**config.mk**
```make
export PLATFORM = sky130hd
export DESIGN_NAME = sw_xact_ctrl
export DESIGN_NICKNAME = d
export VERILOG_FILES = /design/src/rtl/sw_xact_pkg.sv /design/src/rtl/sw_tick_timer.sv /design/src/rtl/sw_reply_tx.sv /design/src/rtl/sw_xact_ctrl.sv
export SDC_FILE = /design/constraint.sdc
export NUM_CORES = 1
export LEC_CHECK = 0
export BUFFER_PORTS_ARGS = -buffer_cell sky130_fd_sc_hd__buf_2
export CORE_UTILIZATION = 49
export CTS_CLUSTER_DIAMETER = 40
export DETAILED_ROUTE_END_ITERATION = 10
export PLACE_DENSITY = 0.84
export SKIP_CTS_REPAIR_TIMING = 1
export SYNTH_ARGS = -nofsm -noshare
export SYNTH_HDL_FRONTEND = slang
export SYNTH_SLANG_ARGS = --single-unit
export TNS_END_PERCENT = 100
```
**constraint.sdc**
```tcl
create_clock -name clk -period 1.7 [get_ports clk]
set_input_delay 0.085 -clock clk [delete_from_list [all_inputs] [get_ports clk]]
set_output_delay 0.085 -clock clk [all_outputs]
set_load 0.01 [all_outputs]
```
**src/rtl/sw_xact_pkg.sv**
```systemverilog
package sw_xact_pkg;

    localparam logic [7:0] SYNC_BYTE = 8'h55;
    localparam int         MPTR_W    = 16;

    typedef enum logic [7:0] {
        CMD_NONE     = 8'h00,
        CMD_SET_RPTR = 8'h01,
        CMD_SET_MPTR = 8'h02,
        CMD_WR_REG   = 8'h04,
        CMD_WR_MEM   = 8'h08,
        CMD_RD_REG   = 8'h10,
        CMD_RD_MEM   = 8'h20
    } cmd_e;

    typedef enum logic [2:0] {
        ST_SYNC,
        ST_CMD,
        ST_DAT0,
        ST_DAT1,
        ST_MEMWR,
        ST_TURN,
        ST_REPLY
    } state_e;

    typedef struct packed {
        logic              we;
        logic [MPTR_W-1:0] addr;
        logic [15:0]       data;
    } mem_cmd_t;

    // single bit set within the low six positions
    function automatic logic cmd_known(input logic [7:0] b);
        return (b != 8'h00) && ((b & (b - 8'd1)) == 8'h00) && (b[7:6] == 2'b00);
    endfunction

    function automatic logic cmd_is_read(input logic [7:0] b);
        return (b == CMD_RD_REG) || (b == CMD_RD_MEM);
    endfunction

    function automatic int max3(input int a, input int b, input int c);
        int m;
        m = (a > b) ? a : b;
        return (m > c) ? m : c;
    endfunction

endpackage

```
**src/rtl/sw_tick_timer.sv**
```systemverilog
module sw_tick_timer #(
    parameter int MAX   = 64,
    parameter int CNT_W = $clog2(MAX + 1)
) (
    input  logic             clk,
    input  logic             rst,
    input  logic             clr,
    input  logic             tick,
    output logic [CNT_W-1:0] cnt
);
    localparam logic [CNT_W-1:0] CAP = CNT_W'(MAX);

    always_ff @(posedge clk) begin
        if (rst || clr) begin
            cnt <= '0;
        end else if (tick && (cnt != CAP)) begin
            cnt <= cnt + 1'b1;
        end
    end

    a_r10_cnt_bounded: assert property (@(posedge clk) disable iff (rst)
        (cnt == CAP) && !clr |=> (cnt == CAP))
        else $error("timer left saturation without clear");

endmodule

```
**src/rtl/sw_reply_tx.sv**
```systemverilog
module sw_reply_tx (
    input  logic        clk,
    input  logic        rst,
    input  logic        start,
    input  logic [15:0] word,
    input  logic        tx_ready,
    output logic        tx_valid,
    output logic [7:0]  tx_data,
    output logic        done
);
    logic [7:0] hi_q;
    logic       second_q;

    always_ff @(posedge clk) begin
        if (rst) begin
            tx_valid <= 1'b0;
            tx_data  <= '0;
            hi_q     <= '0;
            second_q <= 1'b0;
            done     <= 1'b0;
        end else begin
            done <= 1'b0;
            if (start) begin
                tx_valid <= 1'b1;
                tx_data  <= word[7:0];
                hi_q     <= word[15:8];
                second_q <= 1'b0;
            end else if (tx_valid && tx_ready) begin
                if (!second_q) begin
                    tx_data  <= hi_q;
                    second_q <= 1'b1;
                end else begin
                    tx_valid <= 1'b0;
                    done     <= 1'b1;
                end
            end
        end
    end

    a_r7_hold_byte: assert property (@(posedge clk) disable iff (rst)
        tx_valid && !tx_ready |=> tx_valid && $stable(tx_data))
        else $error("reply byte changed while stalled");

endmodule

```
**src/rtl/sw_xact_ctrl.sv**
```systemverilog
module sw_xact_ctrl
    import sw_xact_pkg::*;
#(
    parameter int PTR_W         = 5,   // must not exceed 8
    parameter int TURN_BITS     = 8,
    parameter int TIMEOUT_BITS  = 30,
    parameter int MEM_WAIT_BITS = 64
) (
    input  logic              clk,
    input  logic              rst,
    input  logic              bit_tick,
    input  logic              rx_valid,
    input  logic [7:0]        rx_data,
    output logic              tx_valid,
    output logic [7:0]        tx_data,
    input  logic              tx_ready,
    output logic [PTR_W-1:0]  rf_ptr,
    output logic              rf_we,
    output logic [15:0]       rf_wdata,
    input  logic [15:0]       rf_rdata,
    output logic              mem_req,
    output logic              mem_we,
    output logic [MPTR_W-1:0] mem_addr,
    output logic [15:0]       mem_wdata,
    input  logic              mem_done,
    input  logic              mem_err,
    input  logic [15:0]       mem_rdata
);
    localparam int CNT_MAX = max3(TURN_BITS, TIMEOUT_BITS, MEM_WAIT_BITS);
    localparam int CNT_W   = $clog2(CNT_MAX + 1);
    localparam logic [CNT_W-1:0] TURN_C = CNT_W'(TURN_BITS);
    localparam logic [CNT_W-1:0] IDLE_C = CNT_W'(TIMEOUT_BITS);
    localparam logic [CNT_W-1:0] MEMW_C = CNT_W'(MEM_WAIT_BITS);

    state_e            state_q, state_d;
    cmd_e              cmd_q;
    logic [7:0]        lo_q;
    logic [PTR_W-1:0]  rptr_q;
    logic [MPTR_W-1:0] mptr_q;
    logic              rf_we_q;
    logic [15:0]       rf_wdata_q;
    mem_cmd_t          mreq_q;
    logic              mreq_v_q;
    logic              got_q;
    logic [15:0]       rdata_q;

    logic [CNT_W-1:0]  tmr_cnt;
    logic              tmr_clr;
    logic              turn_ok, idle_expired, mem_expired;
    logic [15:0]       word;
    logic              reply_start, reply_done;
    logic [15:0]       reply_word;

    // one timer serves byte timeout, turnaround and memory wait
    assign tmr_clr = (state_d != state_q);

    sw_tick_timer #(.MAX(CNT_MAX), .CNT_W(CNT_W)) u_timer (
        .clk  (clk),
        .rst  (rst),
        .clr  (tmr_clr),
        .tick (bit_tick),
        .cnt  (tmr_cnt)
    );

    assign turn_ok      = (tmr_cnt >= TURN_C);
    assign idle_expired = (tmr_cnt >= IDLE_C);
    assign mem_expired  = (tmr_cnt >= MEMW_C);
    assign word         = {rx_data, lo_q};

    always_comb begin
        state_d = state_q;
        unique case (state_q)
            ST_SYNC: if (rx_valid && rx_data == SYNC_BYTE) state_d = ST_CMD;
            ST_CMD: begin
                if (rx_valid) begin
                    if (!cmd_known(rx_data))     state_d = ST_SYNC;
                    else if (cmd_is_read(rx_data)) state_d = ST_TURN;
                    else                           state_d = ST_DAT0;
                end else if (idle_expired) begin
                    state_d = ST_SYNC;
                end
            end
            ST_DAT0: begin
                if (rx_valid)          state_d = (cmd_q == CMD_SET_RPTR) ? ST_SYNC : ST_DAT1;
                else if (idle_expired) state_d = ST_SYNC;
            end
            ST_DAT1: begin
                if (rx_valid)          state_d = (cmd_q == CMD_WR_MEM) ? ST_MEMWR : ST_SYNC;
                else if (idle_expired) state_d = ST_SYNC;
            end
            ST_MEMWR: if (mem_done || mem_expired) state_d = ST_SYNC;
            ST_TURN:  if (turn_ok && (cmd_q == CMD_RD_REG || got_q)) state_d = ST_REPLY;
            ST_REPLY: if (reply_done) state_d = ST_SYNC;
            default:  state_d = ST_SYNC;
        endcase
    end

    always_ff @(posedge clk) begin
        if (rst) begin
            state_q    <= ST_SYNC;
            cmd_q      <= CMD_NONE;
            lo_q       <= '0;
            rptr_q     <= '0;
            mptr_q     <= '0;
            rf_we_q    <= 1'b0;
            rf_wdata_q <= '0;
            mreq_q     <= '0;
            mreq_v_q   <= 1'b0;
            got_q      <= 1'b0;
            rdata_q    <= '0;
        end else begin
            state_q <= state_d;
            rf_we_q <= 1'b0;
            unique case (state_q)
                ST_CMD: if (rx_valid && cmd_known(rx_data)) begin
                    cmd_q <= cmd_e'(rx_data);
                    got_q <= 1'b0;
                    if (rx_data == CMD_RD_MEM) begin
                        mreq_v_q <= 1'b1;
                        mreq_q   <= '{we: 1'b0, addr: mptr_q, data: 16'h0000};
                    end
                end
                ST_DAT0: if (rx_valid) begin
                    lo_q <= rx_data;
                    if (cmd_q == CMD_SET_RPTR) rptr_q <= rx_data[PTR_W-1:0];
                end
                ST_DAT1: if (rx_valid) begin
                    case (cmd_q)
                        CMD_SET_MPTR: mptr_q <= {word[15:1], 1'b0};
                        CMD_WR_REG: begin
                            rf_we_q    <= 1'b1;
                            rf_wdata_q <= word;
                        end
                        CMD_WR_MEM: begin
                            mreq_v_q <= 1'b1;
                            mreq_q   <= '{we: 1'b1, addr: mptr_q, data: word};
                        end
                        default: ;
                    endcase
                end
                ST_MEMWR: if (mem_done || mem_expired) mreq_v_q <= 1'b0;
                ST_TURN: if (mreq_v_q) begin
                    if (mem_done) begin
                        mreq_v_q <= 1'b0;
                        got_q    <= 1'b1;
                        rdata_q  <= mem_err ? 16'hFFFF : mem_rdata;
                    end else if (mem_expired) begin
                        mreq_v_q <= 1'b0;
                        got_q    <= 1'b1;
                        rdata_q  <= 16'hFFFF;
                    end
                end
                default: ;
            endcase
        end
    end

    assign reply_start = (state_q == ST_TURN) && (state_d == ST_REPLY);
    assign reply_word  = (cmd_q == CMD_RD_REG) ? rf_rdata : rdata_q;

    sw_reply_tx u_reply (
        .clk      (clk),
        .rst      (rst),
        .start    (reply_start),
        .word     (reply_word),
        .tx_ready (tx_ready),
        .tx_valid (tx_valid),
        .tx_data  (tx_data),
        .done     (reply_done)
    );

    assign rf_ptr    = rptr_q;
    assign rf_we     = rf_we_q;
    assign rf_wdata  = rf_wdata_q;
    assign mem_req   = mreq_v_q;
    assign mem_we    = mreq_q.we;
    assign mem_addr  = mreq_q.addr;
    assign mem_wdata = mreq_q.data;

    a_r4_we_single: assert property (@(posedge clk) disable iff (rst)
        rf_we |=> !rf_we)
        else $error("register write strobe longer than one cycle");

    a_r5_addr_even: assert property (@(posedge clk) disable iff (rst)
        mem_req |-> !mem_addr[0])
        else $error("memory request at odd address");

    a_r6_req_held: assert property (@(posedge clk) disable iff (rst)
        mem_req && !mem_done && !mem_expired |=> mem_req && $stable(mem_addr))
        else $error("memory request dropped before completion");

    a_r7_turnaround: assert property (@(posedge clk) disable iff (rst)
        $rose(tx_valid) |-> $past(turn_ok))
        else $error("reply started before turnaround elapsed");

    a_r11_no_req_in_reply: assert property (@(posedge clk) disable iff (rst)
        tx_valid |-> !mem_req)
        else $error("memory request still open during reply");

endmodule

```
==> results of run 1 <==
## registers in the layout (all words and copies together), names as in the netlist, 3 cells and up
| register | cells |
|---|---|
| u_timer.cnt | 7 |
| rf_wdata | 16 |
| u_reply.tx_data | 8 |
| mem_addr | 15 |
| mptr_q | 15 |
| u_reply.hi_q | 8 |
| rf_ptr | 5 |
| state_q | 3 |
| lo_q | 8 |
| mem_wdata | 16 |
| rdata_q | 16 |
| cmd_q | 8 |
## metrics by stage
step	util, %	area (µm²)	total power, mW	hold WS, ns	setup WS (ns)
finish	81.5	8560	6.93	-0.00284	-0.490
global route	81.5	8560	7.07	0.00412	-0.553
CTS	69.7	7330	6.74	-0.193	-0.667
detailed placement	64.6	6790	3.45	0.354	-0.609
global placement	64.6	6790	3.44	0.350	-0.463
floorplan	-	5560	3.29	0.218	-0.177
## power groups by stage
stage                     logic (mW)  registers [mW]  clock network, mW
after floorplan                0.121            3.17                  0
after global placement         0.267            3.17                  0
after detailed placement       0.276            3.17                  0
after CTS                      0.278            3.10               3.36
after global routing           0.416            3.10               3.55
final                          0.397            3.10               3.43
## tightest hold or removal path: cells and delay by family
family | cells | cell delay [ns]
AO/OA/AOI/OAI | 1 | 0.12
buffers and inverters | 2 | 0.28
## worst paths after layout
path,from,slack (ns),to
setup / recovery,cmd_q[1],-0.49,u_reply.tx_data[3]
hold / removal,rx_data[3],-0.003,mem_wdata[11]
setup reg to reg,cmd_q[1],-0.49,u_reply.tx_data[3]
hold reg to reg,mem_wdata[15],0.47,mem_wdata[15]
## final cells by class
type / count / area, µm²
clock buffer: 20 / 435
fill: 507 / 1950
inverter: 11 / 41.3
sequential: 132 / 2650
clock inverter: 12 / 106
tap: 136 / 170
multi-input combinational: 384 / 3130
timing repair buffer: 258 / 2030
## metal layers
metal	share of wire, %	vias up	track usage, %
li1	-	2524	-
met1	35	2858	31.9
met2	48	465	47.3
met3	10	140	6.87
met4	7.0	2	10.2
met5	0.058	-	0
## cell families after synthesis
group	count (synthesis)
flip-flops	132
buffers and inverters	55
AO/OA/AOI/OAI	105
multiplexers	57
other	1
adder cells (fa/ha/maj)	2
XOR/XNOR	7
AND/OR/NAND/NOR	211
## cells in the mapped netlist (9+ instances only)
cell	instances
o221a_2	16
clkbuf_1	25
buf_2	14
nor2_1	84
nand4_1	9
nand2_1	64
dfxtp_1	132
a22o_1	16
nor4_1	9
a21oi_1	29
inv_1	11
mux2i_1	57
==> reports/metrics.csv, run 1 <==
stage,metric,value,unit
outcome,status,finished with violations,
outcome,violations,"negative hold slack, negative setup slack",
power,pwr-share-comb,5.7,%
timing,period_minus_slack,2.19,ns
clocking,clk_pin_slew,0.06,ns
detailed_routing,wl_per_cell,23.6,µm
synth,yosysTopAreaCell,dfxtp_1,
final_layout,final_cell_mix,"126 x dfxtp_1, 110 x buf_2, 81 x buf_4, 76 x nor2_1, 54 x nand2_1",
detailed_routing,drc,0,
synth,synthXorXnorAreaFrac,1.13,%
final_layout,drive_gt1_share,42.5,%
timing,timing.final.crit_share,129,%
synth,yosys_warnings,0,
final_layout,nets,853,
timing,rsz0062_at_grt,true,
synth,synthArstFlopShare,0,%
power,ir_drop,1.11,mV
clocking,htreeDepth,4,
power,switching_share,24.2,%
synth,ys_types,59,
setup_path,required,2.15,ns
grt,grt_pass1_wl,24200,µm
setup_path,timing.critical_path.fanout_max,8,
power,pwr_density_cell,809,nW/µm²
flow_run,drv_cap,0,
timing,slew_headroom,38.3,%
clocking,cts_tree,yes,
clocking,cts.path.max_buffers,2,
detailed_routing,dr.pass1.iters,5,
synth,synth.area.mux_share,10.5,%
clocking,clkLatencyLatePin,0.53,ns
timing,slew_violations,0,
clocking,cts_buffers,17,
die,num_rows,37,
die,io_pins,112,
grt,overflow,0,
synth,synthSimpleGateAreaFrac,18.9,%
setup_path,crit_chain,buf_12 > nor4_4 > a31oi_4 > nor3_4 > buf_12 > buf_12 > nor2_4 > a311o_1 > a21oi_2,
grt,grt_max_degree,55,
synth,synthFlopType,dfxtp_1,
detailed_routing,ant_nets,0,
setup_path,rr_worst_depth,9,
timing,setup_tns,-29.88,ns
timing,hold_ws,-0.00284,ns
detailed_routing,vias_per_cell,6.28,
placement,dp_hpwl,10800,µm
setup_path,critPathMaxStageDelay,0.37,ns
synth,synth_edf_count,0,
detailed_routing,vias,5989,
hold_path,hold_depth,3,
power,switchingPower,1.68,mW
setup_path,end_kind,register,
timing,setup_slack,-0.490,ns
synth,synthAdderAreaFrac,0.463,%
detailed_routing,wl,22500,µm
power,internal_power,5.25,mW
setup_path,worstPathBufferInverterCount,3,
timing,fmax,0.457,GHz
die,design.core.area,10500,µm²
die,start_util,51.5,%
grt,grt_antenna_before_repair,1,
synth,syn-cell-area,5410,µm²
synth,ys_seq_area_share,48.8,%
setup_path,cp_top_family,compound AO/OA/AOI/OAI gates,
synth,synth_cells,570,
setup_path,slowest_stage,nor4_4,
timing,setup_viol,110,
final_layout,area_delta_synth_final,58.2,%
placement,place.gp.congestion,0.887,
synth,synth_compound_area_share,15.5,%
setup_path,critPathArrivalTime,2.64,ns
setup_path,crit_type,reg -> reg,
power,cellLeakagePower,3.89,nW
clocking,cts_root_buffer,clkbuf_8,
power,pwr-share-clk,49.5,%
setup_path,cp_common_cell,buf_12,
placement,dp_cells,862,
synth,synthTopCellsByArea,"dfxtp_1 49%, mux2i_1 11%, nor2_1 5.8%",
synth,synth_area_per_cell,9.49,µm²
setup_path,worst_setup_path_start_kind,register,
timing,worstMarginPinSlew,0.924,ns
die,die_h,107,µm
timing,finClkSkew,0.0121,ns
final_layout,diodes,0,
die,die_x,107,µm
hold_path,min_path_type,in -> reg,
synth,ys_ff_latch,132,
timing,hold_viol_final,3,
grt,groute.usage.overall,27.1,%
setup_path,path_depth,9,
synth,synth_fp_nets,619,
grt,grt_pass1_vias,5048,
synth,synth_top_family_by_area,simple AND/OR/NAND/NOR gates,
die,design.die.area,11500,µm²
final_layout,final_common_cell,dfxtp_1,
synth,synth_top_area_share,48.8,%
detailed_routing,initialDrtViolationCount,661,
power,p_seq_share,44.8,%
clocking,cts_sinks,132,
placement,port-buffer-count,110,
final_layout,finalNonFillerCells,953,
No activity file was read; power rests on OpenSTA's default activity.
==> inputs of run 2 (changes only) <==
--- a/config.mk
+++ b/config.mk
@@ -6,6 +6,7 @@
 export NUM_CORES = 1
 export LEC_CHECK = 0
 export BUFFER_PORTS_ARGS = -buffer_cell sky130_fd_sc_hd__buf_2
+export CORE_ASPECT_RATIO = 0.5
 export CORE_UTILIZATION = 49
 export CTS_CLUSTER_DIAMETER = 40
 export DETAILED_ROUTE_END_ITERATION = 10
==> run 2 against run 1 <==
  * The flow finishes with violations (negative setup slack)
  * Maximum frequency increased by 5.5%
  * Power up 3.3%
  * Clock-buffer cell count shrank 1
  * Largest power group unchanged
==> reports/metrics.csv, run 2 (synthesized netlist as in run 1, its figures left out) <==
stage,metric,value,unit,change
outcome,status,finished with violations,,
outcome,violations,negative setup slack,,
final_layout,nets,827,,-3.0%
timing,hold_ws,0.000642,ns,+0.00348 ns
setup_path,required,1.99,ns,-0.16 ns
detailed_routing,ant_nets,0,,unchanged
grt,overflow,0,,unchanged
timing,worstMarginPinSlew,0.653,ns,-0.271 ns
placement,place.gp.congestion,0.925,,+4.2%
final_layout,area_delta_synth_final,49.1,%,
setup_path,critPathArrivalTime,2.37,ns,-0.27 ns
detailed_routing,wl,18500,µm,-18%
power,p_seq_share,43.3,%,-1.5 points
final_layout,fillers,615,,+21%
timing,period_minus_slack,2.08,ns,-0.115 ns
power,pwr-share-clk,51.6,%,+2.1 points
setup_path,timing.critical_path.fanout_max,7,,-1
clocking,cts_tree,yes,,
final_layout,finalNonFillerCells,931,,-2.3%
detailed_routing,wl_per_cell,19.9,µm,-16%
final_layout,seq_area,2660,µm²,+0.19%
detailed_routing,dr_wl_met2,8720,µm,-19%
power,cellLeakagePower,3.63,nW,-6.6%
final_layout,multi_input_area,2910,µm²,-7.0%
clocking,cts_buffers,17,,unchanged
timing,setup_viol,113,,+2.7%
grt,grt_antenna_before_repair,0,,-1
setup_path,end_kind,register,,
clocking,cts_root_buffer,clkbuf_16,,
detailed_routing,initialDrtViolationCount,504,,-24%
placement,dp_hpwl,10200,µm,-5.5%
detailed_routing,drc,0,,unchanged
grt,grt_max_degree,34,,-38%
final_layout,diodes,0,,unchanged
hold_path,min_path_type,in -> reg,,
timing,setup_slack,-0.376,ns,+0.115 ns
power,ir_drop,0.776,mV,-30%
grt,grt_pass1_wl,24200,µm,-0.26%
clocking,htreeDepth,4,,unchanged
timing,rsz0062_at_grt,true,,
die,start_util,51.6,%,+0.17 points
final_layout,final_cell_mix,"124 x dfxtp_1, 110 x buf_2, 78 x buf_4, 75 x nor2_1, 60 x nand2_1",,
timing,timing.final.crit_share,122,%,-6.7 points
timing,slew_headroom,56.4,%,+18 points
final_layout,final_common_cell,dfxtp_1,,
timing,finClkSkew,0.0109,ns,-0.00120 ns
clocking,clk_pin_slew,0.06,ns,about the same
detailed_routing,routedLengthMet1,7580,µm,-2.6%
detailed_routing,top_layer,met4,,
die,design.die.area,11500,µm²,+0.22%
detailed_routing,vias,5558,,-7.2%
power,switching_share,23.4,%,-0.77 points
die,design.core.area,10500,µm²,-0.32%
detailed_routing,vias_per_cell,5.97,,-5.0%
detailed_routing,dr.pass1.iters,6,,+1
clocking,cts.path.max_buffers,2,,unchanged
placement,dp_cells,860,,-0.23%
power,switchingPower,1.68,mW,about the same
power,pwr-share-comb,5.1,%,-0.6 points
die,die_x,151,µm,+41%
setup_path,worst_setup_path_start_kind,register,,
timing,fmax,0.482,GHz,+5.5%
grt,grt_pass1_vias,4798,,-5.0%
clocking,cts_sinks,132,,unchanged
grt,groute.usage.overall,26.8,%,-0.32 points
detailed_routing,routed-wl-met3,1610,µm,-31%
power,internal_power,5.48,mW,+4.4%
final_layout,drive_gt1_share,41.0,%,-1.5 points
clocking,clkLatencyLatePin,0.42,ns,-0.11 ns
die,die_h,76.3,µm,-29%
timing,slew_violations,0,,unchanged
die,num_rows,26,,-30%
die,io_pins,112,,unchanged
power,pwr_density_cell,888,nW/µm²,+9.7%
setup_path,crit_type,reg -> reg,,
flow_run,drv_cap,0,,unchanged
timing,hold_viol_final,0,,-3
placement,port-buffer-count,110,,unchanged
==> run 2: critical path: stages (launching register included) <==
cell	delay, ns
dfxtp_2	0.36
or3b_4	0.46
nor2_4	0.11
nand4_1	0.18
a21boi_2	0.25
buf_6	0.16
buf_12	0.13
mux2i_1	0.24
nor2_1	0.06
==> run 2: power by group through the flow <==
stage | Clock [mW] | Combinational, mW | Sequential, mW
floorplan | 0 | 0.121 | 3.17
global placement | 0 | 0.276 | 3.17
detailed placement | 0 | 0.281 | 3.17
CTS | 3.70 | 0.285 | 3.10
global route | 3.89 | 0.385 | 3.10
finish | 3.69 | 0.366 | 3.10
==> run 2: layout make-up <==
cell class | instances | area share (%)
well taps | 140 | 2.17
clock inverters | 13 | 1.82
repair buffers | 232 | 21.0
multi-input cells | 384 | 36.0
inverters | 11 | 0.543
clock buffers | 19 | 5.49
flip-flops and latches | 132 | 33.0
==> run 2: worst paths after layout <==
check	start	endpoint	slack, ns	cells past startpoint
max	state_q[0]	mem_addr[1]	-0.38	8
max reg2reg	state_q[0]	mem_addr[1]	-0.38	8
min reg2reg	u_reply.tx_data[1]	u_reply.tx_data[1]	0.46	2
min	rf_rdata[14]	u_reply.hi_q[6]	0.0006	3
==> run 2: layer usage <==
layer | track usage (%) | vias up
li1 | - | 2467
met3 | 6.71 | 62
met5 | 0 | -
met1 | 36.3 | 2677
met2 | 41.3 | 352
met4 | 9.40 | 0
==> run 2: per-stage QoR <==
stage	power, mW	utilization, %	instance area (µm²)	setup TNS, ns	worst slack [ns]
4_1_cts	7.08	70.0	7330	-26.93	-0.382
6_report	7.16	77.0	8060	-21.43	-0.376
3_3_place_gp	3.45	64.4	6750	-17.30	-0.271
3_5_place_dp	3.45	64.4	6750	-20.85	-0.327
2_1_floorplan	3.29	-	5560	-7.14	-0.177
5_1_grt	7.37	77.0	8060	-27.01	-0.460
==> inputs of run 3 (changes only) <==
==> constraint.sdc (replaced) <==
create_clock -name clk -period 1.7 [get_ports clk]
set_input_delay 0.17 -clock clk [delete_from_list [all_inputs] [get_ports clk]]
set_output_delay 0.17 -clock clk [all_outputs]
set_load 0.01 [all_outputs]
==> run 3 against run 2 <==
  * The run still ends with negative setup slack left
  * Register-to-register slack got worse by 0.12 ns
  * Non-clock buffer count fell by 6
  * Power rose by 0.81%
  * Wire length rose by 8.4%
  * Worst setup slack got worse by 0.12 ns
  * Critical path type unchanged
  * Largest cell class unchanged
==> reports/metrics.csv, run 3 (synthesized netlist as in run 1, its figures left out) <==
stage,metric,value,unit,change
outcome,status,finished with violations,,
outcome,violations,negative setup slack,,
grt,grt_antenna_before_repair,0,,unchanged
setup_path,slowest_stage,a21oi_1,,
flow_run,drv_cap,0,,unchanged
detailed_routing,wl_per_cell,21.7,µm,+9.1%
clocking,cts_root_buffer,clkbuf_16,,
power,p_total,7.22,mW,+0.81%
clocking,clk_pin_slew,0.07,ns,about the same
timing,fmax,0.456,GHz,-5.3%
detailed_routing,drc,0,,unchanged
setup_path,required,1.98,ns,about the same
placement,dp_hpwl,10200,µm,-0.70%
final_layout,diodes,0,,unchanged
detailed_routing,vias_per_cell,6.15,,+3.0%
die,die_x,151,µm,unchanged
clocking,clkLatencyLatePin,0.42,ns,about the same
setup_path,end_kind,register,,
die,start_util,51.6,%,unchanged
power,pwr_density_cell,877,nW/µm²,-1.2%
detailed_routing,vias,5690,,+2.4%
grt,groute.usage.overall,27.4,%,+0.59 points
die,io_pins,112,,unchanged
final_layout,multi_input_area,3030,µm²,+4.1%
placement,port-buffer-count,110,,unchanged
final_layout,drive_gt1_share,46.0,%,+5.0 points
clocking,htreeDepth,4,,unchanged
grt,overflow,0,,unchanged
final_layout,final_common_cell,dfxtp_1,,
final_layout,finalInstanceArea,8220,µm²,+2.0%
hold_path,min_path_type,in -> reg,,
timing,period_minus_slack,2.19,ns,+0.117 ns
die,num_rows,26,,unchanged
placement,dpl_worst_slack,-0.430,ns,-0.103 ns
final_layout,final_cell_mix,"125 x dfxtp_1, 110 x buf_2, 77 x buf_4, 73 x nor2_1, 56 x nand2_1",,
setup_path,crit_chain,buf_6 > buf_6 > nand3b_1 > nor3_4 > buf_12 > clkbuf_16 > nor2_4 > a311o_1 > a21oi_1,,
timing,hold_viol_final,0,,unchanged
placement,placed_area,6780,µm²,+0.45%
clocking,cts_tree,yes,,
setup_path,cp_common_cell,buf_6,,
grt,grt_max_degree,60,,+76%
final_layout,area_delta_synth_final,52.0,%,
setup_path,worst_setup_path_start_kind,register,,
timing,finClkSkew,0.0144,ns,+0.00347 ns
timing,hold_ws,0.0126,ns,+0.0119 ns
die,design.core.area,10500,µm²,unchanged
timing,timing.final.crit_share,129,%,+6.9 points
timing,setup_slack,-0.493,ns,-0.117 ns
clocking,cts.path.max_buffers,2,,unchanged
die,die_h,76.3,µm,unchanged
timing,slew_headroom,55.6,%,-0.85 points
final_layout,seq_area,2660,µm²,about the same
setup_path,critPathMaxStageDelay,0.38,ns,-0.08 ns
grt,grt_pass1_vias,4852,,+1.1%
placement,place.gp.congestion,0.863,,-6.6%
timing,worstMarginPinSlew,0.666,ns,+0.0127 ns
setup_path,crit_type,reg -> reg,,
detailed_routing,dr.pass1.iters,5,,-1
clocking,cts_buffers,17,,unchanged
timing,rsz0062_at_grt,true,,
detailed_routing,ant_nets,0,,unchanged
final_layout,fillers,581,,-5.5%
detailed_routing,initialDrtViolationCount,532,,+5.6%
clocking,cts_sinks,132,,unchanged
detailed_routing,wl,20000,µm,+8.4%
power,ir_drop,0.670,mV,-14%
die,design.die.area,11500,µm²,unchanged
final_layout,nets,821,,-0.73%
power,cellLeakagePower,3.70,nW,+1.9%
setup_path,critPathArrivalTime,2.47,ns,+0.10 ns
timing,setup_viol,124,,+9.7%
setup_path,timing.critical_path.fanout_max,6,,-1
timing,slew_violations,0,,unchanged
grt,grt_pass1_wl,24500,µm,+1.5%
-- run 3: cell count changes in the layout (fill, tap and decap cells not counted), moves of 3 or more --
cell | previous run | this run
a21oi_2 | 5 | 10
nor3_4 | 1 | 4
dlygate4sd3_1 | 23 | 0
buf_6 | 12 | 23
a311oi_1 | 5 | 1
clkbuf_16 | 19 | 22
a21oi_1 | 24 | 19
a311oi_2 | 3 | 7
nand2_1 | 60 | 56
nor2_2 | 3 | 6
inv_6 | 3 | 6
-- run 3: area by class of cell --
cell class / instances / area share (%)
multi-input combinational: 384 / 36.8
sequential: 132 / 32.3
timing repair buffer: 226 / 20.9
clock buffer: 18 / 5.34
tap: 140 / 2.13
clock inverter: 14 / 1.99
inverter: 11 / 0.502
-- run 3: layer usage --
layer	routed length [µm]	GRT usage, %
met1	7880	35.7
met2	9460	44.0
met3	1780	7.66
met4	919	8.30
met5	0	0
-- run 3: worst max-delay path: cells and delay by family (launching register included) --
family                 cells  cell delay (ns)
buffers and inverters      4             0.55
flip-flops                 1             0.34
AND/OR/NAND/NOR            3             0.52
AO/OA/AOI/OAI              2             0.64
-- run 3: final timing paths --
| check | startpoint | depth (start not counted) | endpoint | slack (ns) |
|---|---|---|---|---|
| hold reg to reg | mem_we | 2 | mem_we | 0.48 |
| hold / removal | mem_rdata[3] | 2 | rdata_q[3] | 0.01 |
| setup / recovery | state_q[1] | 9 | u_reply.tx_data[2] | -0.49 |
| setup reg to reg | state_q[1] | 9 | u_reply.tx_data[2] | -0.49 |
-- run 3: power breakdown --
group	total, mW	internal (mW)	switching, mW
Sequential	3.10	3.09	0.00423
Combinational	0.329	0.131	0.198
Clock	3.79	2.25	1.54
-- run 3: through the flow --
step	setup TNS, ns	instances	util (%)
2_1_floorplan	-7.14	570	-
3_3_place_gp	-20.79	864	64.7
4_1_cts	-31.66	896	70.4
6_report	-29.25	925	78.5
3_5_place_dp	-28.37	864	64.7
5_1_grt	-39.02	925	78.5
